--- src/rtl/cct_pkg.sv ---
package cct_pkg;
  localparam int CNT_W  = 16;
  localparam int BYTE_W = 8;
  localparam int ADDR_W = 5;

  typedef logic [CNT_W-1:0] cnt_t;

  localparam int A_CNT_HI = 'h00;
  localparam int A_CAP_B  = 'h02;
  localparam int A_CMP_B  = 'h08;
  localparam int A_ENABLE = 'h12;
  localparam int A_EVENT  = 'h13;
  localparam int A_CTRL   = 'h14;

  // True when cmp was stepped over while the counter moved from prev to cur,
  // prev excluded, cur included, with wrap handled.
  function automatic logic window_hit(cnt_t prev, cnt_t cur, cnt_t cmp);
    if (prev < cur)      return (cmp > prev) && (cmp <= cur);
    else if (prev > cur) return (cmp > prev) || (cmp <= cur);
    else                 return 1'b0;
  endfunction

  // Cycles per step minus one, for each select code.
  function automatic logic [3:0] ratio_m1(logic [1:0] sel);
    case (sel)
      2'b00:   return 4'd0;
      2'b01:   return 4'd3;
      2'b10:   return 4'd7;
      default: return 4'd15;
    endcase
  endfunction
endpackage

--- src/rtl/cct_timebase.sv ---
module cct_timebase
  import cct_pkg::*;
(
  input  logic       clk,
  input  logic       rst_n,
  input  logic [1:0] psel,
  output logic       tick,
  output cnt_t       count,
  output cnt_t       count_next
);
  logic [3:0] pre_q;
  cnt_t       cnt_q;

  assign tick       = (pre_q >= ratio_m1(psel));
  assign count      = cnt_q;
  assign count_next = cnt_q + cnt_t'(1);

  always_ff @(posedge clk) begin
    if (!rst_n) begin
      pre_q <= '0;
      cnt_q <= '0;
    end else begin
      pre_q <= tick ? 4'd0 : pre_q + 4'd1;
      if (tick) cnt_q <= count_next;
    end
  end
endmodule

--- src/rtl/cct_compare_bank.sv ---
module cct_compare_bank
  import cct_pkg::*;
#(
  parameter int N_CH = 5,
  parameter int BASE = A_CMP_B
) (
  input  logic                clk,
  input  logic                rst_n,
  input  logic                wr_en,
  input  logic [ADDR_W-1:0]   wr_addr,
  input  logic [BYTE_W-1:0]   wr_data,
  input  logic                active,
  input  logic                tick,
  input  cnt_t                count,
  input  cnt_t                count_next,
  output logic [N_CH*CNT_W-1:0] cmp_flat,
  output logic [N_CH-1:0]     hit
);
  for (genvar i = 0; i < N_CH; i++) begin : g_ch
    localparam int A_HI = BASE + 2*i;
    cnt_t cmp_q;

    always_ff @(posedge clk) begin
      if (!rst_n) begin
        cmp_q <= '0;
      end else if (wr_en) begin
        if (wr_addr == ADDR_W'(A_HI))     cmp_q[CNT_W-1:BYTE_W] <= wr_data;
        if (wr_addr == ADDR_W'(A_HI + 1)) cmp_q[BYTE_W-1:0]     <= wr_data;
      end
    end

    assign cmp_flat[i*CNT_W +: CNT_W] = cmp_q;
    assign hit[i] = active && tick && window_hit(count, count_next, cmp_q);
  end
endmodule

--- src/rtl/cct_capture_bank.sv ---
module cct_capture_bank
  import cct_pkg::*;
#(
  parameter int N_CH  = 3,
  parameter int SYNC_N = 2
) (
  input  logic                   clk,
  input  logic                   rst_n,
  input  logic [N_CH-1:0]        pins,
  input  cnt_t                   count,
  output logic [N_CH*CNT_W-1:0]  cap_flat,
  output logic [N_CH-1:0]        evt
);
  for (genvar k = 0; k < N_CH; k++) begin : g_ch
    logic [SYNC_N-1:0] sync_q;
    logic              last_q;
    cnt_t              cap_q;

    always_ff @(posedge clk) begin
      if (!rst_n) begin
        sync_q <= '0;
        last_q <= 1'b0;
        cap_q  <= '0;
      end else begin
        sync_q <= {sync_q[SYNC_N-2:0], pins[k]};
        last_q <= sync_q[SYNC_N-1];
        if (evt[k]) cap_q <= count;
      end
    end

    assign evt[k] = sync_q[SYNC_N-1] & ~last_q;
    assign cap_flat[k*CNT_W +: CNT_W] = cap_q;
  end
endmodule

--- src/rtl/cc_timer.sv ---
module cc_timer
  import cct_pkg::*;
#(
  parameter int N_CMP  = 5,
  parameter int N_CAP  = 3,
  parameter int SYNC_N = 2
) (
  input  logic              clk,
  input  logic              rst_n,
  input  logic              bus_sel,
  input  logic              bus_wr,
  input  logic [ADDR_W-1:0] bus_addr,
  input  logic [BYTE_W-1:0] bus_wdata,
  output logic [BYTE_W-1:0] bus_rdata,
  input  logic [N_CAP-1:0]  cap_in,
  output logic              irq
);
  localparam int EV_W = N_CMP + N_CAP;

  logic              wr_en;
  logic              tick;
  cnt_t              count_q, count_nx;
  logic [1:0]        ctrl_q;
  logic [EV_W-1:0]   mask_q, flag_q, set_v, clr_v;
  logic [N_CMP-1:0]  cmp_hit;
  logic [N_CAP-1:0]  cap_evt;
  logic [N_CMP*CNT_W-1:0] cmp_flat;
  logic [N_CAP*CNT_W-1:0] cap_flat;
  logic              cmp_active;

  assign wr_en      = bus_sel & bus_wr;
  assign cmp_active = |mask_q[EV_W-1 -: N_CMP];

  cct_timebase u_tb (
    .clk(clk), .rst_n(rst_n), .psel(ctrl_q), .tick(tick),
    .count(count_q), .count_next(count_nx)
  );

  cct_compare_bank #(.N_CH(N_CMP), .BASE(A_CMP_B)) u_cmp (
    .clk(clk), .rst_n(rst_n), .wr_en(wr_en), .wr_addr(bus_addr),
    .wr_data(bus_wdata), .active(cmp_active), .tick(tick),
    .count(count_q), .count_next(count_nx), .cmp_flat(cmp_flat), .hit(cmp_hit)
  );

  cct_capture_bank #(.N_CH(N_CAP), .SYNC_N(SYNC_N)) u_cap (
    .clk(clk), .rst_n(rst_n), .pins(cap_in), .count(count_q),
    .cap_flat(cap_flat), .evt(cap_evt)
  );

  // Event sources into the fixed bit map: compares from the top bit down,
  // captures from bit N_CAP-1 down.
  always_comb begin
    set_v = '0;
    for (int i = 0; i < N_CMP; i++) set_v[EV_W-1-i] = cmp_hit[i];
    for (int k = 0; k < N_CAP; k++) set_v[N_CAP-1-k] = cap_evt[k];
    clr_v = (wr_en && bus_addr == ADDR_W'(A_EVENT)) ? bus_wdata : '0;
  end

  always_ff @(posedge clk) begin
    if (!rst_n) begin
      ctrl_q <= '0;
      mask_q <= '0;
      flag_q <= '0;
    end else begin
      if (wr_en && bus_addr == ADDR_W'(A_CTRL))   ctrl_q <= bus_wdata[1:0];
      if (wr_en && bus_addr == ADDR_W'(A_ENABLE)) mask_q <= bus_wdata;
      flag_q <= (flag_q & ~clr_v) | set_v;
    end
  end

  assign irq = |(flag_q & mask_q);

  always_comb begin
    bus_rdata = '0;
    if (bus_addr == ADDR_W'(A_CNT_HI))     bus_rdata = count_q[CNT_W-1:BYTE_W];
    if (bus_addr == ADDR_W'(A_CNT_HI + 1)) bus_rdata = count_q[BYTE_W-1:0];
    for (int k = 0; k < N_CAP; k++) begin
      if (bus_addr == ADDR_W'(A_CAP_B + 2*k))     bus_rdata = cap_flat[k*CNT_W+BYTE_W +: BYTE_W];
      if (bus_addr == ADDR_W'(A_CAP_B + 2*k + 1)) bus_rdata = cap_flat[k*CNT_W +: BYTE_W];
    end
    for (int i = 0; i < N_CMP; i++) begin
      if (bus_addr == ADDR_W'(A_CMP_B + 2*i))     bus_rdata = cmp_flat[i*CNT_W+BYTE_W +: BYTE_W];
      if (bus_addr == ADDR_W'(A_CMP_B + 2*i + 1)) bus_rdata = cmp_flat[i*CNT_W +: BYTE_W];
    end
    if (bus_addr == ADDR_W'(A_ENABLE)) bus_rdata = mask_q;
    if (bus_addr == ADDR_W'(A_EVENT))  bus_rdata = flag_q;
    if (bus_addr == ADDR_W'(A_CTRL))   bus_rdata = {6'd0, ctrl_q};
  end
endmodule

--- config.mk ---
export PLATFORM = sky130hd
export DESIGN_NAME = cc_timer
export DESIGN_NICKNAME = d
export VERILOG_FILES = /design/src/rtl/cct_pkg.sv /design/src/rtl/cct_timebase.sv /design/src/rtl/cct_compare_bank.sv /design/src/rtl/cct_capture_bank.sv /design/src/rtl/cc_timer.sv
export SDC_FILE = /design/constraint.sdc
export NUM_CORES = 1
export LEC_CHECK = 0
export BUFFER_PORTS_ARGS = -buffer_cell sky130_fd_sc_hd__buf_2
export CORE_ASPECT_RATIO = 1.75
export CORE_MARGIN = 3
export CORE_UTILIZATION = 60
export DETAILED_ROUTE_END_ITERATION = 6
export MAX_ROUTING_LAYER = met4
export PLACE_DENSITY = 0.86
export SLEW_MARGIN = 40
export SYNTH_ARGS = -nofsm -noshare
export SYNTH_HDL_FRONTEND = slang
export SYNTH_SLANG_ARGS = --single-unit
--- constraint.sdc ---
create_clock -name clk -period 8.6 [get_ports clk]
set_input_delay 1.72 -clock clk [delete_from_list [all_inputs] [get_ports clk]]
set_output_delay 1.72 -clock clk [all_outputs]
set_load 0.1 [all_outputs]
### Yosys cells after proc, flatten, opt, wreduce, memory -nomap -nowiden

Index checks and enable logic that the tools add are counted.

| storage, ports and cells | value |
|---|---|
| bits in latches | 0 |
| memory bits (writable) | 0 |
| ROM bits | 0 |
| logic and storage cells | 140 |
| memories kept | 0 |
| output and inout bits | 9 |
| input bits | 20 |
| flip-flop bits (word level) | 175 |

| cells by class | value |
|---|---|
| eq/ne operators | 22 |
| multipliers | 0 |
| add/sub/neg operators | 2 |
| mux-type cells | 33 |
| order comparisons | 13 |
| bitwise operators | 12 |
| reductions and logical operators | 34 |
| shifts and indexed selects | 0 |
| divide/modulo/power cells | 0 |

Operators with widths:

| cell | number |
|---|---|
| 8-bit 2-to-1 mux | 22 |
| 16-bit > comparator | 6 |
| 16-bit less-or-equal comparator | 5 |
| 5-bit by 4-bit == test with 1-bit output (second input constant) | 8 |
| 5-bit == test (second input constant) | 5 |
| 5-bit by 3-bit == test with 1-bit output (second input constant) | 4 |
| 2-bit AND reduction | 10 |
| 16-bit by 1-bit adder with 16-bit output (second input constant) | 1 |
| 8-bit bitwise AND | 2 |
| 16-bit < comparator | 1 |
| 1-bit logical AND | 14 |
| 4-bit one-hot mux with 3 select lines | 1 |
| 5-bit by 2-bit == test with 1-bit output (second input constant) | 2 |
| 1-bit 2-to-1 mux | 10 |
| 8-bit inverter | 1 |
| 8-bit bitwise OR | 1 |
| 8-bit OR reduction | 1 |
| 5-bit by 1-bit == test with 1-bit output (second input constant) | 1 |
| 5-bit logical NOT | 1 |
| 1-bit logical OR | 5 |
| 5-bit OR reduction | 1 |
| 4-bit by 1-bit adder with 4-bit output (second input constant) | 1 |
| 1-bit bitwise AND | 4 |
| 4-bit >= comparator | 1 |
| 5 further kinds | 8 |

### Depth between registers and ports, before layout

| depth | value |
|---|---|
| word-level depth | 22 |
| depth in mapped cells | 15 |
| depth with buffers taken out | 15 |

### Modules after synthesis

A second synthesis with hierarchy kept.

| second synthesis, totals | value |
|---|---|
| cell total of the unflattened synthesis | 1474 |
| area total of the unflattened synthesis | 13201.4 um2 |

Modules (own cells, without submodules):

| module | cells each | instances | sequential area each (um2) | area an instance (um2) |
|---|---|---|---|---|
| cct_compare_bank | 765 | 1 | 1601.5 | 7186.9 |
| cc_timer | 361 | 1 | 360.3 | 2673.8 |
| cct_capture_bank | 197 | 1 | 1141.1 | 2095.8 |
| cct_timebase | 151 | 1 | 400.4 | 1244.9 |

### Least setup slack after synthesis

Ideal clock, no wire load.

| timing | value |
|---|---|
| path type | input port to output port |
| from | in bus_addr[1] |
| to | out bus_rdata[7] |
| path buffers | 2 |
| path slack | 1739 ps |
| stages on the path | 8 |
| data arrival time | 5141 ps |
| required time | 6880 ps |
| cell sequence | clkbuf_1 or2_1 clkbuf_1 nor3_1 a211oi_1 a31oi_1 a211oi_1 nor3_1 |

| on the way | value |
|---|---|
| cells in the longest elaborated chain, start to end | 22 |
| elaborated cells between the ends (all ways) | 42 |
| classes of those cells | eq/ne (20); mux (21); reduce/logical (1) |

Ends and longest elaborated chain:

| item | RTL line | text |
|---|---|---|
| from (decl) | cc_timer.sv:12 | `input logic [ADDR_W-1:0] bus_addr,` |
| 5-bit logical NOT | cc_timer.sv:75 | `if (bus_addr == ADDR_W'(A_CNT_HI)) bus_rdata = count_q[CNT_W-1:BYTE_W];` |
| 8-bit 2-to-1 mux | cc_timer.sv:75 |  |
| 8-bit 2-to-1 mux | cc_timer.sv:76 | `if (bus_addr == ADDR_W'(A_CNT_HI + 1)) bus_rdata = count_q[BYTE_W-1:0];` |
| 8-bit 2-to-1 mux | cc_timer.sv:78 | `if (bus_addr == ADDR_W'(A_CAP_B + 2*k)) bus_rdata = cap_flat[k*CNT_W+BYTE_W +: BYTE_W];` |
| 8-bit 2-to-1 mux | cc_timer.sv:79 | `if (bus_addr == ADDR_W'(A_CAP_B + 2*k + 1)) bus_rdata = cap_flat[k*CNT_W +: BYTE_W];` |
| 8-bit 2-to-1 mux | cc_timer.sv:78 |  |
| 8-bit 2-to-1 mux | cc_timer.sv:79 |  |
| 8-bit 2-to-1 mux | cc_timer.sv:78 |  |
| (+6 left out) | - |  |
| 8-bit 2-to-1 mux | cc_timer.sv:83 | `if (bus_addr == ADDR_W'(A_CMP_B + 2*i + 1)) bus_rdata = cmp_flat[i*CNT_W +: BYTE_W];` |
| 8-bit 2-to-1 mux | cc_timer.sv:82 | `if (bus_addr == ADDR_W'(A_CMP_B + 2*i)) bus_rdata = cmp_flat[i*CNT_W+BYTE_W +: BYTE_W];` |
| 8-bit 2-to-1 mux | cc_timer.sv:83 |  |
| 8-bit 2-to-1 mux | cc_timer.sv:82 |  |
| 8-bit 2-to-1 mux | cc_timer.sv:83 |  |
| 8-bit 2-to-1 mux | cc_timer.sv:85 | `if (bus_addr == ADDR_W'(A_ENABLE)) bus_rdata = mask_q;` |
| 8-bit 2-to-1 mux | cc_timer.sv:86 | `if (bus_addr == ADDR_W'(A_EVENT)) bus_rdata = flag_q;` |
| 8-bit 2-to-1 mux * | cc_timer.sv:87 | `if (bus_addr == ADDR_W'(A_CTRL)) bus_rdata = {6'd0, ctrl_q};` |
| to (decl) | cc_timer.sv:14 | `output logic [BYTE_W-1:0] bus_rdata,` |

Every way passes the cells marked *; elsewhere a longest branch is shown, timed or not.

### Worst setup path after layout

| timing | value |
|---|---|
| from | in bus_addr[0] |
| to | out bus_rdata[5] |

The elaborated chain is that of the path after synthesis.

==> results.yml <==
placed_design:
  io_buffers: 28
  gp_congestion: 1.079
  dp_hpwl_microns: 36510
  placed_cell_area_sq_um: 12580
flow_run:
  maxCapViolations: 0
yosys:
  yosys_register_bits: 175
  synth_top_flop_cell: "dfxtp_1"
  synthCells: 1541
  synth-seq-area-share_pct: 28.43
  synth-async-reset-ratio_pct: 0
  synth_edf_count: 0
  synth_warnings: 0
  avgSynthCellArea_sq_um: 7.996
  synth_nets: 1734
  synth_cell_types: 82
  mappedNetlistArea_sq_um: 12320
route:
  dr.pass1.iters: 7
  vias: 12310
  via_per_inst: 6.925
  dr_wl_met3_microns: 4705
  drc: 2
  finalWirelength_microns: 49200
  drt_iter0_drc: 1216
  dr.max_layer_used: "met4"
  drt-met1-wl_microns: 17030
  met2_length_microns: 21540
  wl_per_cell_microns: 27.67
  antenna_left: 0
worst_setup_path:
  worst_path_dominant_cell_family: "simple AND/OR/NAND/NOR gates"
  crit_fanout: 26
  required_ns: 6.88
  cp_slowest_stage_delay_ns: 0.78
  reg2reg_slack_ns: 4.24
  path_cells: "buf_2 -> nand2b_1 -> nor3_1 -> a221oi_1 -> o2111a_1 -> a21oi_1 -> a2bb2oi_1 -> o221a_1 -> buf_2"
  path_buf_inv: 2
  worst_setup_path_start_kind: "input port"
  ff2ff_path_depth: 12
  r2r-start: "u_tb.count[2]"
  r2r-end: "flag_q[6]"
  critPathArrivalTime_ns: 4.92
  worst_path_most_repeated_cell: "buf_2"
  crit_path_top_delay_cell: "nor3_1"
  crit_type: "in2out"
  cp-end-kind: "output port"
  cp.depth: 9
timing:
  fin_crit_sh_pct: 77.25
  tns_ns: 0
  rsz0062_at_grt: "false"
  fin_crit_ns: 6.644
  max_freq_mhz: 150.5
  worstMarginPinSlew_ns: 0.8454
  hold_violations: 0
  drv_slew: 0
  finalClockSkew_ns: 0.008619
  finalSetupViolCount: 0
  max-slew-margin-rel_pct: 43.36
die:
  dieArea_sq_um: 22360
  chipWidth_microns: 114.3
  fp-row-count: 68
  dieHeight_microns: 195.6
  top_level_ports: 29
  core_sq_um: 19990
  start_util_pct: 61.63
cells_and_area:
  n_antenna_cell: 0
  fillers: 1669
  multiInputGateArea_sq_um: 8344
  final_cell_mix: "291 x nand2_1, 175 x dfxtp_1, 173 x ha_1"
  final_nets: 1713
  syn_to_final_growth_pct: 6.570
  drive_above_1_share_pct: 6.849
  layout_commonest_cell: "nand2_1"
  seqCellArea_sq_um: 3503
  fin_area_sq_um: 13130
cts:
  clock_path_buffers: 2
  cts_tree: "built"
  clock_latency_ns: 0.45
  clockRootBuffer: "clkbuf_16"
  postCtsResizedCells: 0
  clk_pin_slew_worst_paths_ns: 0.07
  cts-buffers-inserted: 17
  cts_max_level: 4
  post_cts_buffers: 0
  cts.sink_count: 175
  cts.hold.buffers_added: 0
global_route:
  grt_pass1_vias: 11800
  grt.overflow.total: 0
  grt_max_degree: 98
  grt_pass1_wl_microns: 72370
  antenna_found_initial: 0
  groute.usage.overall_pct: 45.31
power_and_ir_drop:
  ir_drop_mv: 0.1791
  leakage_nw: 5.066
  powerDensity_nw_per_um2: 139.0
  p_total_w: 0.001825
min_path:
  min_path_cells: 1
  holdCritStartpoint: "u_cap.g_ch[2].sync_q[0]"
  hold_class: "reg2reg"
  hold_path_end: "u_cap.g_ch[2].sync_q[1]"
status:
  status: "finished with violations"
  violations: "DRC"
==> logic make-up (layout without fill, tap and decap cells) <==
family | count (synthesis) | count (layout) | synth area share (%)
AOI/OAI and AO/OA | 424 | 424 | 23.81
xor gates and xnor gates | 15 | 15 | 1.066
adders and majority gates | 176 | 176 | 17.84
buffers and inverters | 129 | 121 | 4.194
DFF | 175 | 175 | 28.43
muxes | 27 | 27 | 2.335
and+or+nand+nor | 595 | 595 | 22.32
==> how the worst max path moves through the flow <==
stage	from	to	slack [ns]
floorplan	bus_addr[1]	bus_rdata[7]	1.74
global placement	bus_addr[0]	bus_rdata[5]	1.89
detailed placement	bus_addr[0]	bus_rdata[5]	2.01
CTS	bus_addr[0]	bus_rdata[5]	2.01
global route	bus_addr[0]	bus_rdata[5]	1.83
finish	bus_addr[0]	bus_rdata[5]	1.96
==> stage by stage <==
stage	worst slack, ns	utilization [%]	hold WS, ns	std cells
CTS	2.009	65.66	0.4449	1778
floorplan	1.739	-	0.4119	1541
global placement	1.891	62.73	0.4287	1746
global route	1.829	65.68	0.4672	1778
detailed placement	2.008	62.92	0.4226	1746
finish	1.956	65.68	0.4455	1778
==> routing by layer <==
metal,vias to the layer above,GRT usage (%)
met3,281,10.82
li1,5547,-
met4,0,41.35
met1,5791,48.58
met2,694,67.75
met5,-,-
==> power breakdown <==
group          switching (W)  internal, W
logic               0.000169    0.0000797
clock network       0.000349     0.000401
registers          0.0000103     0.000817
==> synth_stat cells, drive strengths merged (3+ instances only) <==
master | number | share of area (%)
nor2 | 84 | 2.6
ha | 173 | 18
nand2b | 14 | 0.71
o31ai | 3 | 0.29
a221o | 6 | 0.49
inv | 46 | 1.4
dfxtp | 175 | 28
buf | 17 | 0.78
nand2 | 292 | 8.9
clkbuf | 66 | 2.0
o21ai | 80 | 3.2
a211o | 4 | 0.28
o211ai | 12 | 0.73
or4 | 5 | 0.34
or2 | 3 | 0.15
a21oi | 58 | 2.4
mux2 | 4 | 0.37
a21o | 19 | 1.2
a221oi | 10 | 0.71
a22oi | 20 | 1.2
mux2i | 22 | 1.8
o22ai | 9 | 0.46
o21a | 5 | 0.30
a211oi | 17 | 1.0
nor4 | 13 | 0.66
a21boi | 131 | 8.0
nor2b | 43 | 2.2
a31oi | 8 | 0.41
o21bai | 3 | 0.18
nand3 | 42 | 1.8
o221ai | 3 | 0.21
and4 | 3 | 0.21
xnor2 | 13 | 0.92
a2111oi | 3 | 0.21
and3 | 7 | 0.37
maj3 | 3 | 0.27
and2 | 15 | 0.78
a32oi | 4 | 0.28
nand4 | 31 | 1.6
a222oi | 3 | 0.24
a32o | 4 | 0.32
or3 | 12 | 0.62
nor3 | 27 | 1.1
==> flip-flops by register name (all words and copies together) (netlist names) <==
signal and cells:
u_tb.pre_q 4, u_cap.g_ch.sync_q 6, mask_q 8, u_cap.g_ch.cap_q 48, u_cap.g_ch.last_q 3, ctrl_q 2
u_tb.count 16, flag_q 8, u_cmp.g_ch.cmp_q 80
==> cell type report <==
type | instances | area share (%)
flip-flops and latches | 175 | 26.68
inverters | 46 | 1.315
well taps | 245 | 2.334
clock buffers | 20 | 3.325
multi-input cells | 1237 | 63.54
repair buffers | 43 | 1.944
clock inverters | 12 | 0.8576
Note: power is estimated with default switching activity, not from simulation.
